==> config.mk <==
export PLATFORM = sky130hd
export DESIGN_NAME = fchan_bridge
export DESIGN_NICKNAME = d
export VERILOG_FILES = /design/src/rtl/fchan_pkg.sv /design/src/rtl/fchan_region_chk.sv /design/src/rtl/fchan_seq.sv /design/src/rtl/fchan_bridge.sv
export SDC_FILE = /design/constraint.sdc
export NUM_CORES = 1
export LEC_CHECK = 0
export BUFFER_PORTS_ARGS = -buffer_cell sky130_fd_sc_hd__buf_2
export CAP_MARGIN = 20
export CORE_AREA = 4 4 184 186
export CTS_CLUSTER_SIZE = 14
export DETAILED_ROUTE_END_ITERATION = 8
export DIE_AREA = 0 0 188 190
export PLACE_DENSITY_LB_ADDON = 0.15
export RECOVER_POWER = 100
export SLEW_MARGIN = 10
export SYNTH_ARGS = -nofsm -noshare
export SYNTH_HDL_FRONTEND = slang
export SYNTH_SLANG_ARGS = --single-unit
==> constraint.sdc <==
create_clock -name clk_i -period 5.48 [get_ports clk_i]
set_clock_uncertainty 0.2 [all_clocks]
set_input_delay 0.274 -clock clk_i [delete_from_list [all_inputs] [get_ports clk_i]]
set_output_delay 0.274 -clock clk_i [all_outputs]
set_load 0.03 [all_outputs]
==> src/rtl/fchan_pkg.sv <==
package fchan_pkg;
  typedef enum logic [1:0] {
    CYC_READ  = 2'b00,
    CYC_WRITE = 2'b01,
    CYC_ERASE = 2'b10,
    CYC_BAD   = 2'b11
  } cyc_e;

  typedef enum logic [1:0] {
    CPL_OK       = 2'b00,
    CPL_UNSUCC   = 2'b01,
    CPL_CTRL_ERR = 2'b10
  } cpl_st_e;

  typedef enum logic [2:0] {
    S_IDLE,
    S_CHECK,
    S_ISSUE,
    S_WAIT,
    S_CPL
  } seq_st_e;
endpackage

==> src/rtl/fchan_region_chk.sv <==
module fchan_region_chk #(
  parameter int ADDR_W = 24,
  parameter int LEN_W  = 8,
  parameter int NREG   = 4
) (
  input  logic [1:0]             typ_i,
  input  logic [ADDR_W-1:0]      addr_i,
  input  logic [LEN_W-1:0]       len_i,
  input  logic [ADDR_W-1:0]      flash_last_i,
  input  logic [ADDR_W-1:0]      own_base_i,
  input  logic [ADDR_W-1:0]      own_limit_i,
  input  logic [NREG*ADDR_W-1:0] reg_base_i,
  input  logic [NREG*ADDR_W-1:0] reg_limit_i,
  input  logic [NREG*3-1:0]      reg_perm_i,
  output logic                   ok_o
);
  localparam int EW = ADDR_W + 1;

  logic [EW-1:0]   end_w;
  logic            in_flash;
  logic            own_hit;
  logic [NREG-1:0] reg_hit;

  // widened sum: a span running past the top address cannot wrap
  assign end_w    = {1'b0, addr_i} + EW'(len_i);
  assign in_flash = end_w <= {1'b0, flash_last_i};
  assign own_hit  = (addr_i >= own_base_i) && (end_w <= {1'b0, own_limit_i});

  for (genvar i = 0; i < NREG; i++) begin : g_reg
    logic [ADDR_W-1:0] base, lim;
    logic [2:0]        perm;
    logic              allow;
    assign base = reg_base_i[i*ADDR_W +: ADDR_W];
    assign lim  = reg_limit_i[i*ADDR_W +: ADDR_W];
    assign perm = reg_perm_i[i*3 +: 3];
    always_comb begin
      case (typ_i)
        2'b00:   allow = perm[0];
        2'b01:   allow = perm[1];
        2'b10:   allow = perm[2];
        default: allow = 1'b0;
      endcase
    end
    assign reg_hit[i] = allow && (addr_i >= base) && (end_w <= {1'b0, lim});
  end

  assign ok_o = (typ_i != 2'b11) && in_flash && (own_hit || (|reg_hit));
endmodule

==> src/rtl/fchan_seq.sv <==
module fchan_seq
  import fchan_pkg::*;
#(
  parameter int ADDR_W = 24,
  parameter int LEN_W  = 8,
  parameter int DATA_W = 32
) (
  input  logic              clk_i,
  input  logic              rst_ni,
  input  logic              req_valid_i,
  output logic              req_ready_o,
  input  logic [1:0]        req_type_i,
  input  logic [ADDR_W-1:0] req_addr_i,
  input  logic [LEN_W-1:0]  req_len_i,
  input  logic [DATA_W-1:0] req_wdata_i,
  output logic [1:0]        lat_type_o,
  output logic [ADDR_W-1:0] lat_addr_o,
  output logic [LEN_W-1:0]  lat_len_o,
  input  logic              chk_ok_i,
  output logic              fc_valid_o,
  input  logic              fc_ready_i,
  output logic [DATA_W-1:0] fc_wdata_o,
  input  logic              fc_done_i,
  input  logic              fc_err_i,
  input  logic [DATA_W-1:0] fc_rdata_i,
  output logic              cpl_valid_o,
  input  logic              cpl_ready_i,
  output logic [1:0]        cpl_status_o,
  output logic              cpl_has_data_o,
  output logic [DATA_W-1:0] cpl_rdata_o
);
  seq_st_e           st_q;
  logic [1:0]        typ_q;
  logic [ADDR_W-1:0] addr_q;
  logic [LEN_W-1:0]  len_q;
  logic [DATA_W-1:0] wdata_q;
  cpl_st_e           cst_q;
  logic              has_q;
  logic [DATA_W-1:0] rdata_q;
  logic              rd_good;

  assign req_ready_o    = st_q == S_IDLE;
  assign fc_valid_o     = st_q == S_ISSUE;
  assign cpl_valid_o    = st_q == S_CPL;
  assign lat_type_o     = typ_q;
  assign lat_addr_o     = addr_q;
  assign lat_len_o      = len_q;
  assign fc_wdata_o     = wdata_q;
  assign cpl_status_o   = cst_q;
  assign cpl_has_data_o = has_q;
  assign cpl_rdata_o    = rdata_q;
  assign rd_good        = !fc_err_i && (typ_q == CYC_READ);

  always_ff @(posedge clk_i or negedge rst_ni) begin
    if (!rst_ni) begin
      st_q    <= S_IDLE;
      typ_q   <= '0;
      addr_q  <= '0;
      len_q   <= '0;
      wdata_q <= '0;
      cst_q   <= CPL_OK;
      has_q   <= 1'b0;
      rdata_q <= '0;
    end else begin
      case (st_q)
        S_IDLE: if (req_valid_i) begin
          typ_q   <= req_type_i;
          addr_q  <= req_addr_i;
          len_q   <= req_len_i;
          wdata_q <= (req_type_i == CYC_WRITE) ? req_wdata_i : '0;
          st_q    <= S_CHECK;
        end
        S_CHECK: begin
          if (chk_ok_i) begin
            st_q <= S_ISSUE;
          end else begin
            cst_q   <= CPL_UNSUCC;
            has_q   <= 1'b0;
            rdata_q <= '0;
            st_q    <= S_CPL;
          end
        end
        S_ISSUE: if (fc_ready_i) st_q <= S_WAIT;
        S_WAIT: if (fc_done_i) begin
          cst_q   <= fc_err_i ? CPL_CTRL_ERR : CPL_OK;
          has_q   <= rd_good;
          rdata_q <= rd_good ? fc_rdata_i : '0;
          st_q    <= S_CPL;
        end
        S_CPL: if (cpl_ready_i) st_q <= S_IDLE;
        default: st_q <= S_IDLE;
      endcase
    end
  end

  a_r10_one_out: assert property (@(posedge clk_i) disable iff (!rst_ni)
    req_valid_i && req_ready_o |=> !req_ready_o);
  a_r11_fc_hold: assert property (@(posedge clk_i) disable iff (!rst_ni)
    fc_valid_o && !fc_ready_i |=> fc_valid_o && $stable(lat_addr_o) && $stable(lat_type_o)
      && $stable(fc_wdata_o));
  a_r11_cpl_hold: assert property (@(posedge clk_i) disable iff (!rst_ni)
    cpl_valid_o && !cpl_ready_i |=> cpl_valid_o && $stable(cpl_status_o) && $stable(cpl_rdata_o));
  a_r7_fwd_only_ok: assert property (@(posedge clk_i) disable iff (!rst_ni)
    fc_valid_o |-> chk_ok_i);
  a_r1_no_bad_fwd: assert property (@(posedge clk_i) disable iff (!rst_ni)
    fc_valid_o |-> lat_type_o != 2'b11);
  a_r9_data_ok: assert property (@(posedge clk_i) disable iff (!rst_ni)
    cpl_valid_o && cpl_has_data_o |-> cpl_status_o == CPL_OK && lat_type_o == CYC_READ);
  a_r8_after_done: assert property (@(posedge clk_i) disable iff (!rst_ni)
    $rose(cpl_valid_o) && cpl_status_o != CPL_UNSUCC |-> $past(fc_done_i));
endmodule

==> src/rtl/fchan_bridge.sv <==
module fchan_bridge #(
  parameter int ADDR_W = 24,
  parameter int LEN_W  = 8,
  parameter int DATA_W = 32,
  parameter int NREG   = 4
) (
  input  logic                   clk_i,
  input  logic                   rst_ni,
  input  logic [ADDR_W-1:0]      flash_last_i,
  input  logic [ADDR_W-1:0]      own_base_i,
  input  logic [ADDR_W-1:0]      own_limit_i,
  input  logic [NREG*ADDR_W-1:0] reg_base_i,
  input  logic [NREG*ADDR_W-1:0] reg_limit_i,
  input  logic [NREG*3-1:0]      reg_perm_i,
  input  logic                   req_valid_i,
  output logic                   req_ready_o,
  input  logic [1:0]             req_type_i,
  input  logic [ADDR_W-1:0]      req_addr_i,
  input  logic [LEN_W-1:0]       req_len_i,
  input  logic [DATA_W-1:0]      req_wdata_i,
  output logic                   fc_valid_o,
  input  logic                   fc_ready_i,
  output logic [1:0]             fc_type_o,
  output logic [ADDR_W-1:0]      fc_addr_o,
  output logic [LEN_W-1:0]       fc_len_o,
  output logic [DATA_W-1:0]      fc_wdata_o,
  input  logic                   fc_done_i,
  input  logic                   fc_err_i,
  input  logic [DATA_W-1:0]      fc_rdata_i,
  output logic                   cpl_valid_o,
  input  logic                   cpl_ready_i,
  output logic [1:0]             cpl_status_o,
  output logic                   cpl_has_data_o,
  output logic [DATA_W-1:0]      cpl_rdata_o
);
  logic [1:0]        lat_type;
  logic [ADDR_W-1:0] lat_addr;
  logic [LEN_W-1:0]  lat_len;
  logic              chk_ok;

  fchan_seq #(.ADDR_W(ADDR_W), .LEN_W(LEN_W), .DATA_W(DATA_W)) u_seq (
    .clk_i, .rst_ni,
    .req_valid_i, .req_ready_o, .req_type_i, .req_addr_i, .req_len_i, .req_wdata_i,
    .lat_type_o(lat_type), .lat_addr_o(lat_addr), .lat_len_o(lat_len),
    .chk_ok_i(chk_ok),
    .fc_valid_o, .fc_ready_i, .fc_wdata_o, .fc_done_i, .fc_err_i, .fc_rdata_i,
    .cpl_valid_o, .cpl_ready_i, .cpl_status_o, .cpl_has_data_o, .cpl_rdata_o
  );

  fchan_region_chk #(.ADDR_W(ADDR_W), .LEN_W(LEN_W), .NREG(NREG)) u_chk (
    .typ_i(lat_type), .addr_i(lat_addr), .len_i(lat_len),
    .flash_last_i, .own_base_i, .own_limit_i,
    .reg_base_i, .reg_limit_i, .reg_perm_i,
    .ok_o(chk_ok)
  );

  assign fc_type_o = lat_type;
  assign fc_addr_o = lat_addr;
  assign fc_len_o  = lat_len;
endmodule

==> results of run 1 <==
[metal layers]
| layer | part of all wire (%) | up-vias |
|---|---|---|
| met5 | 0.031 | - |
| met4 | 2.5 | 4 |
| met3 | 6.0 | 61 |
| met2 | 48 | 424 |
| met1 | 43 | 5484 |
| li1 | - | 5934 |
[power breakdown]
part,switching (mW),total (mW),internal (mW)
logic,3.94,6.48,2.54
clock network,0.326,0.693,0.366
registers,0.325,1.33,1.01
total,4.59,8.50,3.92
[final timing paths]
check                                   endpoint  slack, ns
max                        u_seq.cpl_rdata_o[15]       0.31
min                                u_seq.st_q[0]       0.06
max reg2reg                u_seq.cpl_rdata_o[15]       0.31
min reg2reg                 u_seq.cpl_has_data_o       0.28
max in group asynchronous   u_seq.lat_addr_o[16]       1.59
min in group asynchronous   u_seq.cpl_rdata_o[9]       0.91
[kinds of logic (layout without fill, tap and decap cells)]
logic type                 after synthesis  in the layout  synth area share, %
AOI/OAI and AO/OA                      323            323                 19.1
buffers and inverters                  301            905                 10.2
and+or+nand+nor                        281            281                 12.2
adders and majority gates              273            273                 30.1
DFF                                    104            104                 22.9
muxes                                   40             40                 3.89
xor gates and xnor gates                22             22                 1.69
other                                    0              5                    0
[worst min-delay path, stage by stage]
cell      delay (ns)
buf_2           0.11
a21oi_1         0.14
a211oi_1        0.06
[cell type report]
| class | instances | share of cell area [%] |
|---|---|---|
| multi-input combinational | 939 | 49.0 |
| timing repair buffer | 612 | 22.3 |
| sequential | 104 | 16.5 |
| inverter | 278 | 6.62 |
| tap | 442 | 3.51 |
| clock buffer | 9 | 1.43 |
| clock inverter | 6 | 0.548 |
| antenna | 5 | 0.0794 |
[flip-flops by register name, summed over array words and instances (netlist names)]
register              cells
u_seq.cpl_has_data_o      1
u_seq.st_q                3
u_seq.cpl_rdata_o        32
u_seq.fc_wdata_o         32
u_seq.lat_type_o          2
u_seq.cpl_status_o        2
u_seq.lat_addr_o         24
u_seq.lat_len_o           8
[layout by cell type, fill, tap and decap left out, drive strengths merged, types with 14 or more instances in the layout]
master and instances:
mux2 34, clkbuf 115, ha 272, buf 406, a22o 33, a21o 27, a21oi 80, nand4 38
inv 282, o21ai 82, nand3 32, xnor2 14, dfrtp 104, nor2 31, a211oi 21, dlygate4sd3 100
nor2b 18, nand2 110, nor3 18
[what timing repair did]
| item | in CTS | in global routing |
|---|---|---|
| cloned | 0 | 0 |
| setup endpoints to repair | 33 | 36 |
| hold buffers | 100 | 0 |
| resized for setup | 1 | 13 |
| hold endpoints to repair | 138 | 0 |
==> qor.csv, run 1 <==
stage;metric;value;unit
worst_setup_path;total stage count of the critical path;19;
run_status;status;finished with violations;
final_layout;Finished Layout Cells;2395;
timing;Fin Setup TNS;0;ns
final_layout;# fillers;3215;
timing;WHS;0.0620;ns
yosys;most numerous cell in the Yosys netlist;inv_1;
placement;input/output buffers;484;
timing;Hold Fails Final Rpt;0;
power_and_ir_drop;maximum VDD drop;0.246;mV
floorplanning;Initial Util;35.2;%
worst_setup_path;max incr delay on CP;0.48;ns
floorplanning;# IOs;485;
worst_setup_path;CP Class;register to register;
final_layout;layout cell share with drive strength beyond 1;24.7;%
clock_network;number of setup buffers added after CTS;0;
placement;pre-CTS setup slack;-0.0146;ns
timing;Worst-Margin Slew;2.21;ns
yosys;FFs w/ async S/R, synth;100;%
route;post-DR vias/cell;4.97;
floorplanning;DIE WIDTH;188;um
yosys;Area contributors post-synth;ha_1, dfrtp_1, inv_1;
yosys;synth warn;0;
worst_setup_path;Startpoint Class;register;
clock_network;Worst-path clk slew;0.08;ns
yosys;synthesized area;11400;um2
placement;post-place instance area;14500;um2
grt;met2 usage;42.4;%
worst_setup_path;Largest delay share family, worst path;compound AO/OA/AOI/OAI gates;
yosys;Synth Area per Inst;8.47;um2
worst_setup_path;slowest cell on the critical path;a2111oi_4;
worst_setup_path;Buf+Inv Stages, Crit Path;2;
route;first-pass detailed-route iteration total;5;
timing;relative slew slack;-47.6;%
route;routed length per instance;18.9;um
placement;gp weighted congestion;0.933;
worst_setup_path;CP Capture Type;register;
route;number of routed nets with antenna violations;0;
run_status;failing checks;max-capacitance violations, max-slew violations;
clock_network;CTS sink count;104;
floorplanning;row count;66;
route;via count;11900;
yosys;post-synthesis cell count;1344;
worst_hold_path;worst hold path type;input port to register;
grt;gr busiest metal;met2;
clock_network;Num CTS Buffers;9;
yosys;register area share after synthesis;22.9;%
final_layout;fin util;48.8;%
worst_setup_path;critical path arrival;5.26;ns
yosys;number of synthesized flops with an enable pin;0;
placement;Post-DP HPWL;37800;um
route;Total Routed Length;45300;um
grt;number of global-route vias before repair;12300;
worst_hold_path;hold_sp;req_valid_i;
yosys;post-synthesis cell type count;65;
yosys;top post-synthesis cells by count;inv_1, ha_1, nand2_1;
floorplanning;die height;190;um
worst_hold_path;hold path depth;3;
yosys;top-area cell type share of the netlist area;29.9;%
clock_network;clk buf depth;2;
clock_network;Clock Latency Late Sink;0.35;ns
worst_setup_path;CP max FO;34;
yosys;area leader, netlist;ha_1;
yosys;Synth Register Bits;104;
grt;met3 global-route usage;4.46;%
yosys;dominant synthesized flop cell;dfrtp_1;
floorplanning;total die area;35700;um2
final_layout;area added between synthesis and finish;38.5;%
worst_setup_path;R2R depth;19;
timing;fmax;193;MHz
clock_network;CTS tree;yes;
power_and_ir_drop;Pleak;8.75;nW
final_layout;final net count;2598;
clock_network;Root Buffer;clkbuf_16;
grt;met1 Usage GRT;30.9;%
final_layout;Final Instance Area;15800;um2
timing;PnR worst setup slack;0.307;ns
worst_setup_path;startpoint of the worst register-to-register path;u_seq.lat_addr_o[0];
worst_setup_path;worst path required time;5.56;ns
power_and_ir_drop;pwr/cell area;540;nW/um2
grt;first-pass GRT wire length;68100;um
worst_setup_path;Worst Setup SP;u_seq.lat_addr_o[0];
yosys;syn nets;1998;
timing;min Tclk post-route;5.17;ns
route;initial DRC count;594;
final_layout;Sequential cell area;2600;um2
grt;GRT Residual Overflow;0;
clock_network;depth of the CTS H-tree;3;
timing;max-slew violation count;208;
run;max cap viols;4;
power_and_ir_drop;Design Power;8.50;mW
worst_setup_path;CP cell instances;ha_1, inv_1, fa_1, nor2b_1, o31ai_2, a2111oi_4, nand3_1, xnor2_2, ha_1, a21o_1, a21oi_1, o221ai_1, a2111oi_0, a21oi_1, o22ai_1, o31ai_4, o21ai_4, buf_12, a22o_1;
timing;Tcrit/Tclk final;94.4;%
grt;largest net degree at the start of global routing;66;
placement;placed instance count;2275;
grt;initial antenna violation count;7;
route;drc violations;0;
floorplanning;CORE AREA;32300;um2
timing;final setup vio count;0;
grt;Total GRT Usage;24.4;%
final_layout;area occupied by multi-input gates;7730;um2
(Power assumes the default switching activity.)
==> run 2: changes to the inputs <==
--- a/config.mk
+++ b/config.mk
@@ -11,7 +11,7 @@
 export CTS_CLUSTER_SIZE = 14
 export DETAILED_ROUTE_END_ITERATION = 8
 export DIE_AREA = 0 0 188 190
-export PLACE_DENSITY_LB_ADDON = 0.15
+export PLACE_DENSITY = 0.73
 export RECOVER_POWER = 100
 export SLEW_MARGIN = 10
 export SYNTH_ARGS = -nofsm -noshare
==> run 2 against run 1 <==
  * The flow still finishes with violations (max-capacitance violations, max-slew violations)
  * Sequential share of layout area fell by 0.16 points
  * Global-route usage grew 0.63 points
  * Flip-flop and latch count is the same
  * Cell area up 0.95%
==> qor.csv, run 2 (synthesis results as in run 1) <==
stage;metric;value;unit
run_status;status;finished with violations;
run_status;failing checks;max-capacitance violations, max-slew violations;
timing;fmax;190;MHz
power_and_ir_drop;pwr/cell area;554;nW/um2
clock_network;Root Buffer;clkbuf_16;
power_and_ir_drop;Clk pwr share;7.6;%
clock_network;clk buf depth;2;
route;Total Routed Length;46900;um
grt;initial antenna violation count;11;
worst_setup_path;worst path required time;5.57;ns
route;drc violations;0;
run;max cap viols;3;
grt;GRT Residual Overflow;0;
power_and_ir_drop;sequential share of power;14.9;%
power_and_ir_drop;Design Power;8.82;mW
floorplanning;total die area;35700;um2
timing;final setup vio count;0;
floorplanning;die height;190;um
floorplanning;CORE AREA;32300;um2
final_layout;layout cell share with drive strength beyond 1;25.3;%
final_layout;final net count;2615;
worst_setup_path;CP cell instances;ha_1, inv_1, fa_1, nor2b_1, o31ai_1, buf_4, a2111oi_4, buf_4, nand3_1, xnor2_2, buf_4, ha_1, a21o_1, a211oi_1, nand3_1, a211o_1, a221oi_1, o31ai_4, buf_12, o21ai_4, buf_12, a22o_1;
route;number of routed nets with antenna violations;0;
timing;relative slew slack;-93.1;%
clock_network;Worst-path clk slew;0.08;ns
worst_setup_path;critical path arrival;5.36;ns
final_layout;most common cell after layout, fill and taps aside;buf_2;
floorplanning;Initial Util;35.2;%
clock_network;CTS tree;yes;
worst_setup_path;CP Class;register to register;
route;initial DRC count;687;
clock_network;depth of the CTS H-tree;3;
route;routed length per instance;19.4;um
timing;max-slew violation count;156;
clock_network;CTS sink count;104;
placement;Post-DP HPWL;38100;um
final_layout;area added between synthesis and finish;39.8;%
worst_hold_path;worst hold path type;input port to register;
power_and_ir_drop;maximum VDD drop;0.274;mV
worst_setup_path;CP Capture Type;register;
floorplanning;row count;66;
power_and_ir_drop;cell internal pwr;4.04;mW
power_and_ir_drop;Pleak;8.82;nW
final_layout;most frequent cells in the layout;buf_2, inv_1, ha_1, nand2_1, clkbuf_1;
clock_network;Clock Latency Late Sink;0.36;ns
placement;gp weighted congestion;0.973;
grt;Total GRT Usage;25.0;%
power_and_ir_drop;Net Sw Frac;54.2;%
timing;Hold Fails Final Rpt;0;
floorplanning;# IOs;485;
power_and_ir_drop;Combinational Power Share;77.5;%
timing;min Tclk post-route;5.27;ns
timing;Worst-Margin Slew;2.90;ns
worst_setup_path;max incr delay on CP;0.42;ns
floorplanning;DIE WIDTH;188;um
clock_network;Num CTS Buffers;9;
worst_setup_path;Startpoint Class;register;
route;first-pass detailed-route iteration total;5;
worst_setup_path;CP max FO;17;
worst_setup_path;slowest cell on the critical path;a221oi_1;
power_and_ir_drop;Psw;4.78;mW
timing;Tcrit/Tclk final;96.1;%
worst_setup_path;CP most frequent cell;buf_4;
route;via count;12500;
final_layout;fin util;49.3;%
grt;first-pass GRT wire length;70600;um
grt;largest net degree at the start of global routing;55;
grt;number of global-route vias before repair;13000;
route;post-DR vias/cell;5.16;
placement;input/output buffers;484;
==> run 2: changes by cell type in the layout (fill, tap and decap cells not counted), moves of 2 or more <==
cell,before,now
buf_12,1,3
buf_4,25,40
clkinv_4,0,3
diode_2,5,7
nor4_1,7,5
xnor2_1,6,10
xnor2_2,8,4
==> run 2: metal layers <==
metal / track usage, % / share of wire [%] / up-vias
met3: 4.77 / 7.3 / 110
li1: - / - / 5982
met4: 10.0 / 3.9 / 4
met5: 0 / 0.055 / -
met1: 31.6 / 42 / 5746
met2: 42.2 / 47 / 621
==> run 2: area by class of cell <==
| cell class | instances | area, um2 |
|---|---|---|
| clock inverter | 6 | 62.6 |
| inverter | 278 | 1040 |
| sequential | 104 | 2600 |
| antenna | 7 | 17.5 |
| clock buffer | 10 | 239 |
| timing repair buffer | 628 | 3650 |
| fill | 3080 | 16400 |
| multi-input combinational | 940 | 7740 |
| tap | 442 | 553 |
==> run 2: power by group through the flow <==
stage	registers (mW)	logic [mW]	clock network, mW
2_1_floorplan	1.77	3.79	0
3_3_place_gp	1.30	6.45	0
3_5_place_dp	1.30	6.65	0
4_1_cts	1.30	6.78	0.687
5_1_grt	1.35	7.61	0.720
6_report	1.32	6.84	0.666
==> run 2: final timing paths <==
check	start	end	slack (ns)	depth (start not counted)
worst max-delay path	u_seq.lat_len_o[0]	u_seq.cpl_rdata_o[23]	0.21	22
worst min-delay path	req_valid_i	u_seq.st_q[0]	0.07	3
worst max register to register	u_seq.lat_len_o[0]	u_seq.cpl_rdata_o[23]	0.21	22
worst min register to register	u_seq.fc_wdata_o[27]	u_seq.fc_wdata_o[27]	0.29	2
max in group asynchronous	rst_ni	u_seq.lat_addr_o[17]	1.41	3
min in group asynchronous	rst_ni	u_seq.cpl_rdata_o[14]	1.21	2
==> run 2: what timing repair did <==
item | in CTS | in global routing
pin swaps | 3 | 4
buffers inserted | 1 | 3
hold buffers | 99 | 0
gates resized for setup | 3 | 12
cloned | 1 | 0
endpoints found under the setup margin | 36 | 37
hold endpoints to repair | 151 | 0
==> run 2: worst max-delay path, delay by kind of cell (launching register included) <==
| family | cells | cell delay (ns) |
|---|---|---|
| AND/OR/NAND/NOR | 3 | 0.39 |
| XOR/XNOR | 1 | 0.29 |
| buffers and inverters | 6 | 0.98 |
| AO/OA/AOI/OAI | 9 | 2.11 |
| flip-flops | 1 | 0.38 |
| adder cells (fa/ha/maj) | 3 | 0.83 |
==> run 2: through the flow <==
| stage | TNS, ns | setup slack, ns | cell area (um2) | cells | hold slack (ns) |
|---|---|---|---|---|---|
| 2_1_floorplan | 0 | 0.717 | 11400 | 1344 | -0.222 |
| 3_3_place_gp | -5.09 | -0.151 | 14600 | 2288 | 0.147 |
| 3_5_place_dp | -8.02 | -0.258 | 14600 | 2288 | 0.162 |
| 4_1_cts | 0 | 0.00893 | 15900 | 2405 | 0.0180 |
| 5_1_grt | -0.280 | -0.0382 | 15900 | 2413 | 0.0594 |
| 6_report | 0 | 0.211 | 15900 | 2415 | 0.0698 |
==> run 3: changes to the inputs <==
--- a/config.mk
+++ b/config.mk
@@ -13,6 +13,7 @@
 export DIE_AREA = 0 0 188 190
 export PLACE_DENSITY = 0.73
 export RECOVER_POWER = 100
+export SETUP_SLACK_MARGIN = 0.05
 export SLEW_MARGIN = 10
 export SYNTH_ARGS = -nofsm -noshare
 export SYNTH_HDL_FRONTEND = slang
==> constraint.sdc (replaced) <==
create_clock -name clk_i -period 5.48 [get_ports clk_i]
set_clock_uncertainty 0.2 [all_clocks]
set_input_delay 0.548 -clock clk_i [delete_from_list [all_inputs] [get_ports clk_i]]
set_output_delay 0.548 -clock clk_i [all_outputs]
set_load 0.03 [all_outputs]
==> run 3 against run 2 <==
  * Non-clock buffer count is 95 lower
  * The flow still finishes with violations (max-capacitance violations, max-slew violations)
  * Register-to-register slack gained 0.14 ns
  * Largest cell class unchanged
  * Routed wire length decreased by 4.6%
  * Combinational power is 1% lower
  * Worst hold slack better by 0.10 ns
  * Critical endpoint is now u_seq.cpl_rdata_o[14]
  * Largest power group unchanged
  * Critical path type unchanged
==> qor.csv, run 3 (synthesis results as in run 1) <==
stage;metric;value;unit
placement;gp weighted congestion;0.983;
floorplanning;DIE WIDTH;188;um
route;met1 wire length;19000;um
clock_network;# hold bufs at CTS;0;
timing;relative slew slack;-91.8;%
power_and_ir_drop;Pleak;8.38;nW
timing;PnR worst setup slack;0.353;ns
grt;number of global-route vias before repair;12000;
final_layout;area added between synthesis and finish;30.9;%
grt;GRT Residual Overflow;0;
route;met2 routed WL;21200;um
clock_network;Num CTS Buffers;9;
route;drc violations;0;
route;Total Routed Length;44700;um
final_layout;fin util;46.1;%
timing;final setup vio count;0;
final_layout;# fillers;3233;
power_and_ir_drop;maximum VDD drop;0.244;mV
worst_setup_path;R2R depth;22;
grt;largest net degree at the start of global routing;70;
worst_setup_path;critical path arrival;5.17;ns
run_status;failing checks;max-capacitance violations, max-slew violations;
run;max cap viols;3;
timing;Tcrit/Tclk final;93.6;%
timing;Worst-Margin Slew;2.88;ns
route;number of routed nets with antenna violations;0;
worst_setup_path;total stage count of the critical path;22;
floorplanning;row count;66;
route;via count;11900;
floorplanning;CORE AREA;32300;um2
timing;Hold Fails Final Rpt;0;
final_layout;Sequential cell area;2600;um2
final_layout;most common cell after layout, fill and taps aside;buf_2;
worst_setup_path;Startpoint Class;register;
worst_setup_path;CP max FO;17;
worst_hold_path;worst hold path type;input port to register;
final_layout;layout cell share with drive strength beyond 1;26.5;%
power_and_ir_drop;pwr/cell area;585;nW/um2
route;initial DRC count;657;
grt;first-pass GRT wire length;66900;um
route;first-pass detailed-route iteration total;5;
timing;fmax;195;MHz
floorplanning;total die area;35700;um2
placement;pre-CTS setup slack;-0.104;ns
worst_setup_path;slowest cell on the critical path;fa_1;
timing;min Tclk post-route;5.13;ns
clock_network;CTS tree;yes;
placement;input/output buffers;484;
clock_network;Root Buffer;clkbuf_16;
clock_network;depth of the CTS H-tree;3;
floorplanning;# IOs;485;
worst_setup_path;CP Capture Type;register;
placement;Post-DP HPWL;37900;um
route;DR top layer;met5;
final_layout;area occupied by multi-input gates;7690;um2
worst_setup_path;CP Class;register to register;
clock_network;Clock Latency Late Sink;0.35;ns
timing;RSZ-0062 raised after global routing;false;
clock_network;CTS sink count;104;
grt;Total GRT Usage;23.9;%
worst_setup_path;max incr delay on CP;0.40;ns
final_layout;final net count;2520;
worst_setup_path;CP cell instances;ha_1, inv_1, fa_1, nor2b_1, o31ai_2, and2_1, nor2_1, and3_1, and3_1, xor2_2, ha_1, nand4_1, a2111o_1, a31oi_1, o31a_1, a2bb2oi_1, o32ai_2, o31ai_4, buf_12, o21ai_4, buf_12, a22o_1;
floorplanning;die height;190;um
grt;initial antenna violation count;10;
run_status;status;finished with violations;
route;post-DR vias/cell;5.12;
final_layout;most frequent cells in the layout;buf_2, inv_1, ha_1, nand2_1, clkbuf_1;
worst_setup_path;worst path required time;5.52;ns
clock_network;clk buf depth;2;
timing;max-slew violation count;155;
worst_setup_path;Largest delay share family, worst path;compound AO/OA/AOI/OAI gates;
floorplanning;Initial Util;35.2;%
worst_hold_path;hold path depth;2;
timing;WHS;0.172;ns
final_layout;Finished Layout Cells;2319;
clock_network;Worst-path clk slew;0.08;ns
placement;placed instance count;2293;
route;wire length on met3;3190;um
route;routed length per instance;19.3;um
worst_setup_path;Buf+Inv Stages, Crit Path;3;
-- run 3: changes by cell type in the layout (fill, tap and decap cells not counted), sizes merged --
cell | previous run | this run
clkinvlp | 0 | 2
bufinv | 0 | 1
clkinv | 4 | 0
dlygate4sd3 | 99 | 0
buf | 423 | 426
inv | 280 | 281
-- run 3: worst paths after layout --
path / start / to / slack, ns
setup / recovery: u_seq.lat_len_o[0] / u_seq.cpl_rdata_o[14] / 0.35
hold / removal: cpl_ready_i / u_seq.st_q[2] / 0.17
setup reg to reg: u_seq.lat_len_o[0] / u_seq.cpl_rdata_o[14] / 0.35
hold reg to reg: u_seq.cpl_has_data_o / u_seq.cpl_has_data_o / 0.28
max in group asynchronous: rst_ni / u_seq.lat_addr_o[21] / 1.67
min in group asynchronous: rst_ni / u_seq.fc_wdata_o[28] / 0.91
-- run 3: cell type report --
cell class	instances	area share (%)
multi-input cells	940	51.6
repair buffers	533	18.0
flip-flops and latches	104	17.5
inverters	278	7.00
well taps	442	3.71
clock buffers	9	1.51
clock inverters	6	0.512
diodes	7	0.118
-- run 3: per-stage QoR --
stage,instance area (um2),power [mW],setup TNS [ns]
6_report,14900,8.72,0
5_1_grt,14900,9.61,0
4_1_cts,14900,8.74,0
3_5_place_dp,14600,7.98,-2.79
3_3_place_gp,14600,7.81,-1.31
2_1_floorplan,11400,5.56,0
-- run 3: what timing repair did --
item                                    in CTS  in global routing
endpoints found under the setup margin      34                 37
gates cloned                                 1                  0
gates resized for setup                      2                  8
pin swaps                                    1                  3
buffers inserted                             0                  3
-- run 3: report_power, final --
part | internal [mW] | switching (mW) | leakage, nW
clock network | 0.361 | 0.320 | 0.142
logic | 2.64 | 4.13 | 6.89
registers | 1.01 | 0.262 | 1.35
-- run 3: routing by layer --
metal | vias up | global-route usage [%]
met5 | - | 0
met4 | 4 | 7.96
met3 | 72 | 5.12
met2 | 489 | 39.7
met1 | 5528 | 31.0
li1 | 5769 | -
